$ cat src/rtl/slewdly_pkg.sv
package slewdly_pkg;

    // relation of the running delay to the target
    typedef enum logic [1:0] {
        REL_EQ    = 2'd0,
        REL_ABOVE = 2'd1,
        REL_BELOW = 2'd2
    } rel_e;

    // registered state carried between frames
    typedef struct packed {
        logic [15:0] delay;
        logic [15:0] rd_ptr;
    } slew_state_t;

    localparam int DEF_PTR_W   = 16;
    localparam int DEF_HI_W    = 8;
    localparam int DEF_UP_STEP = 4;
    localparam int DEF_DN_STEP = 2;

endpackage

$ cat src/rtl/slewdly_target.sv
module slewdly_target
    import slewdly_pkg::*;
#(
    parameter int PTR_W = DEF_PTR_W,
    parameter int HI_W  = DEF_HI_W
) (
    input  logic [HI_W-1:0]  want_hi,
    input  logic [PTR_W-1:0] cur_delay,
    output logic [PTR_W-1:0] even_delay,
    output rel_e             rel
);
    localparam int LO_W = PTR_W - HI_W;

    logic [PTR_W-1:0] target;

    generate
        if (LO_W > 0) begin : g_pad
            assign target = {want_hi, {LO_W{1'b0}}};
        end else begin : g_full
            assign target = want_hi[PTR_W-1:0];
        end
    endgenerate

    // clear bit 0 so stereo word pairs stay aligned
    assign even_delay = {cur_delay[PTR_W-1:1], 1'b0};

    always_comb begin
        if (even_delay == target) begin
            rel = REL_EQ;
        end else if (even_delay > target) begin
            rel = REL_ABOVE;
        end else begin
            rel = REL_BELOW;
        end
    end
endmodule

$ cat src/rtl/slewdly_step.sv
module slewdly_step
    import slewdly_pkg::*;
#(
    parameter int PTR_W   = DEF_PTR_W,
    parameter int UP_STEP = DEF_UP_STEP,
    parameter int DN_STEP = DEF_DN_STEP
) (
    input  logic [PTR_W-1:0] even_delay,
    input  rel_e             rel,
    output logic [PTR_W-1:0] next_delay
);
    localparam logic [PTR_W-1:0] UP_V = PTR_W'(UP_STEP);
    localparam logic [PTR_W-1:0] DN_V = PTR_W'(DN_STEP);

    always_comb begin
        unique case (rel)
            REL_ABOVE: next_delay = even_delay - DN_V;
            REL_BELOW: next_delay = even_delay + UP_V;
            default:   next_delay = even_delay;
        endcase
    end
endmodule

$ cat src/rtl/slewdly_rdptr.sv
module slewdly_rdptr #(
    parameter int PTR_W = 16
) (
    input  logic [PTR_W-1:0] wr_ptr,
    input  logic [PTR_W-1:0] delay,
    output logic [PTR_W-1:0] rd_ptr
);
    // modular difference, wraps naturally at 2^PTR_W
    assign rd_ptr = wr_ptr - delay;
endmodule

$ cat src/rtl/slew_delay_ptr.sv
module slew_delay_ptr
    import slewdly_pkg::*;
#(
    parameter int PTR_W   = DEF_PTR_W,
    parameter int HI_W    = DEF_HI_W,
    parameter int UP_STEP = DEF_UP_STEP,
    parameter int DN_STEP = DEF_DN_STEP
) (
    input  logic             clk,
    input  logic             rst,
    input  logic             frame_i,
    input  logic [HI_W-1:0]  want_hi_i,
    input  logic [PTR_W-1:0] wr_ptr_i,
    output logic [PTR_W-1:0] delay_o,
    output logic [PTR_W-1:0] rd_ptr_o
);
    logic [PTR_W-1:0] delay_q;
    logic [PTR_W-1:0] rd_q;
    logic [PTR_W-1:0] even_delay;
    logic [PTR_W-1:0] next_delay;
    logic [PTR_W-1:0] next_rd;
    rel_e             rel;

    slewdly_target #(
        .PTR_W(PTR_W),
        .HI_W (HI_W)
    ) u_target (
        .want_hi   (want_hi_i),
        .cur_delay (delay_q),
        .even_delay(even_delay),
        .rel       (rel)
    );

    slewdly_step #(
        .PTR_W  (PTR_W),
        .UP_STEP(UP_STEP),
        .DN_STEP(DN_STEP)
    ) u_step (
        .even_delay(even_delay),
        .rel       (rel),
        .next_delay(next_delay)
    );

    slewdly_rdptr #(
        .PTR_W(PTR_W)
    ) u_rdptr (
        .wr_ptr(wr_ptr_i),
        .delay (next_delay),
        .rd_ptr(next_rd)
    );

    always_ff @(posedge clk) begin
        if (rst) begin
            delay_q <= '0;
            rd_q    <= '0;
        end else if (frame_i) begin
            delay_q <= next_delay;
            rd_q    <= next_rd;
        end
    end

    assign delay_o  = delay_q;
    assign rd_ptr_o = rd_q;
endmodule

$ cat config.mk
export PLATFORM = sky130hd
export DESIGN_NAME = slew_delay_ptr
export DESIGN_NICKNAME = d
export VERILOG_FILES = /design/src/rtl/slewdly_pkg.sv /design/src/rtl/slewdly_target.sv /design/src/rtl/slewdly_step.sv /design/src/rtl/slewdly_rdptr.sv /design/src/rtl/slew_delay_ptr.sv
export SDC_FILE = /design/constraint.sdc
export NUM_CORES = 1
export LEC_CHECK = 0
export BUFFER_PORTS_ARGS = -buffer_cell sky130_fd_sc_hd__buf_2
export CAP_MARGIN = 0
export CORE_MARGIN = 2
export CORE_UTILIZATION = 60
export CTS_CLUSTER_DIAMETER = 150
export CTS_CLUSTER_SIZE = 25
export DETAILED_ROUTE_END_ITERATION = 8
export HOLD_SLACK_MARGIN = 0.15
export PLACE_DENSITY = 0.93
export SLEW_MARGIN = 20
export SYNTH_ARGS = -nofsm -noshare
export SYNTH_HDL_FRONTEND = slang
export SYNTH_HIERARCHICAL = 1
export SYNTH_SLANG_ARGS = --single-unit
$ cat constraint.sdc
create_clock -name clk -period 11.7 [get_ports clk]
set_clock_uncertainty 0.1 [all_clocks]
set_input_delay 0.585 -clock clk [delete_from_list [all_inputs] [get_ports clk]]
set_output_delay 0.585 -clock clk [all_outputs]
set_load 0.01 [all_outputs]
==> metrics <==
initial antenna violation count 0; Final Hold Fails 0; post-synthesis sequential area ratio 19.0%; die width between 70 and 80 um; worst-skew pair later-pin latency 290 ps; GPL Wtd Cong around 1; vias in the first global route around 3.1k; Max Freq roughly 190 MHz; H-Tree Level Count 2; yosys warns 6; Hold Path Depth 2; Startpoint Class register; Max-Cap Viols 0; maximum VDD drop 0.0676 mV; CTS Sinks 32; most numerous cell in the Yosys netlist nor2_1; Avg Cell Area, Syn ~8 um^2; Hold Crit Class reg -> reg; Slew @ Worst Pin 978 ps; Syn Nets 486; Routed Antenna Nets 0; Primary FF master, synth dfxtp_1; Clock Tree Root clkbuf_8; WP data required approximately 12000 ps; RR Endpoint rd_ptr_o[14]$_SDFFE_PP0P_; R2R depth 20; drt total wl 8810 um; placed insts 519; min cycle time layout ~5100 ps; TritonCTS clock tree done; crit path max-delay cell type ha_1; deepest clock path buffer count 2; period utilisation layout 43.9%; Worst Path Arrival 5260 ps; DR pass1 iterations 5; Layout area overhead 5.31%; PD cells 84.2 nW/um^2; LEAKAGE roughly 1.7 nW; Synth top area share 19.0%; Starting Density 61.6%; unrepaired setup endpoints after global routing false; WL per Instance 16.7 um; via/cell ratio 6.28; cts hold-fix bufs 0; Post-synth top cells nor2_1, inv_1, mux2i_1; Synth Register Bits 32; Fin Hold WS 395 ps; first-pass GRT wire length 14400 um; IO Count 59; Worst Setup End Kind register; cells after synthesis 429; most used cell, CP ha_1; WHS Endpoint rd_ptr_o[7]$_SDFFE_PP0P_; endpoints failing setup 0; non-filler cells, final 527; global router's overall resource usage 28.6%; reg2reg setup slack about 6600 ps; port bufs 58; worst r2r src delay_o[9]$_SDFFE_PP0P_; Slew headroom 34.8%; largest net degree at the start of global routing 33; area of the mapped netlist approximately 3400 um^2; core area 5470 um^2; Post-Route Setup TNS 0 ps; Hold Crit Start rd_ptr_o[7]$_SDFFE_PP0P_; Final Net Count 511; count of cell types in the netlist 73; CTS buffer count 5; DP HPWL 6320 um; routed via count 3307; DR iter-0 viols 365; Worst Path Max Fanout 20; asr flop ratio synth 0%; total grt overflow 0; Rows 27; Filler cells 488; CTS resizes 0; run status finished clean; fraction of layout instances using a drive strength above 1 around 17%; Worst path max stage delay 630 ps; number of enable flip-flop cells after synthesis 0; DRC violations left 0; WS Path Type reg -> reg; post-CTS setup repair buffer count 0; final slew viol count 0; area leader, netlist dfxtp_1; chip height 79.0 um; Synth area leaders dfxtp_1, ha_1, mux2i_1; worst-path cell chain ha_1 -> nor2b_1 -> o21ai_1 -> a21oi_1 -> o22a_1 -> inv_1 -> ha_1 -> nand2b_1 -> or4_1 -> o311a_1 -> o21ai_1 -> inv_1 -> ha_1 -> and3_1 -> a2bb2oi_1 -> a31oi_1 -> a211oi_1 -> xnor2_1 -> mux2i_1 -> nor2_1; Die Area 6230 um^2; clock-pin slew on the worst setup and hold paths 70 ps; Antenna diodes 0
[cell usage in the layout (no fill, tap or decap), types with 3 or more instances in the layout]
| master | synthesis | final |
|---|---|---|
| nand3_1 | 11 | 11 |
| or4_1 | 3 | 3 |
| o21a_1 | 4 | 4 |
| nor4_1 | 6 | 6 |
| nand4_1 | 8 | 8 |
| and2_1 | 3 | 3 |
| ha_1 | 29 | 29 |
| inv_1 | 39 | 39 |
| buf_2 | 1 | 58 |
| nand2_1 | 21 | 21 |
| o211ai_1 | 4 | 4 |
| a21oi_1 | 20 | 20 |
| nor2_1 | 51 | 51 |
| dfxtp_1 | 32 | 32 |
| nor3_1 | 11 | 11 |
| o21ai_0 | 11 | 11 |
| a31oi_1 | 6 | 6 |
| a21o_1 | 8 | 8 |
| mux2i_1 | 34 | 34 |
| a41oi_1 | 3 | 3 |
| xor2_1 | 3 | 3 |
| nor2b_1 | 3 | 3 |
| o21ai_1 | 5 | 5 |
| xnor2_1 | 10 | 10 |
| a221o_1 | 4 | 4 |
| nand2b_1 | 10 | 10 |
| clkbuf_8 | 0 | 6 |
[through the flow]
stage | utilization [%] | power [mW] | area, um^2 | setup slack [ps]
4_1_cts | 64.9 | 0.298 | 3550 | 6730
3_5_place_dp | 63.1 | 0.207 | 3460 | 6620
3_3_place_gp | 63.1 | 0.205 | 3460 | 6710
5_1_grt | 64.9 | 0.315 | 3550 | 6290
6_report | 64.9 | 0.299 | 3550 | 6560
2_1_floorplan | - | 0.187 | 3370 | 7450
[worst max-delay path, delay by kind of cell (launching register included)]
family	cells	cell delay, ps
and+or+nand+nor	5	1220
AOI/OAI and AO/OA	8	1350
buffers and inverters	2	150
adders and majority gates	3	1360
xor gates and xnor gates	1	160
DFF	1	620
muxes	1	90
[area by class of cell]
type                       instances  area (um^2)  area share, %
multi-input combinational        318         2290           64.5
clock buffer                       7         86.3           2.43
tap                               72         90.1           2.54
timing repair buffer              58          290           8.18
sequential                        32          641           18.0
clock inverter                     1         7.51          0.211
inverter                          39          146           4.12
[sequential cells by signal, indices dropped and copies added (netlist names)]
register	flops
rd_ptr_o	16
delay_o	16
[worst max-delay path by stage]
stage                            start                        end  slack, ps
2_1_floorplan             want_hi_i[3]  rd_ptr_o[12]$_SDFFE_PP0P_       7450
3_3_place_gp              want_hi_i[3]  rd_ptr_o[14]$_SDFFE_PP0P_       6710
3_5_place_dp              want_hi_i[4]  rd_ptr_o[12]$_SDFFE_PP0P_       6620
4_1_cts        delay_o[9]$_SDFFE_PP0P_  rd_ptr_o[14]$_SDFFE_PP0P_       6730
5_1_grt        delay_o[9]$_SDFFE_PP0P_  rd_ptr_o[12]$_SDFFE_PP0P_       6290
6_report       delay_o[9]$_SDFFE_PP0P_  rd_ptr_o[14]$_SDFFE_PP0P_       6560
[power by group]
group | switching (mW) | leakage (nW) | total, mW | internal [mW]
logic | 0.0486 | 1.36 | 0.0867 | 0.0381
clock network | 0.0438 | 0.0445 | 0.0917 | 0.0478
registers | 0.00514 | 0.262 | 0.120 | 0.115
total | 0.0976 | 1.66 | 0.299 | 0.201
[per-layer routing]
layer / share of wire, % / track usage (%) / wire length, um
met5: 0 / 0 / 0
met3: 8.5 / 6.93 / 751
met1: 41 / 35.9 / 3660
met2: 46 / 46.9 / 4080
met4: 3.7 / 12.2 / 325
[logic make-up after synthesis]
group                    share of synthesized area, %
flip-flops                                       19.0
XOR/XNOR                                         3.38
other                                           0.111
buffers and inverters                            13.1
AND/OR/NAND/NOR                                  23.6
multiplexers                                     11.4
adder cells (fa/ha/maj)                          11.4
AO/OA/AOI/OAI                                    18.0
Note: power is estimated with default switching activity, not from simulation.
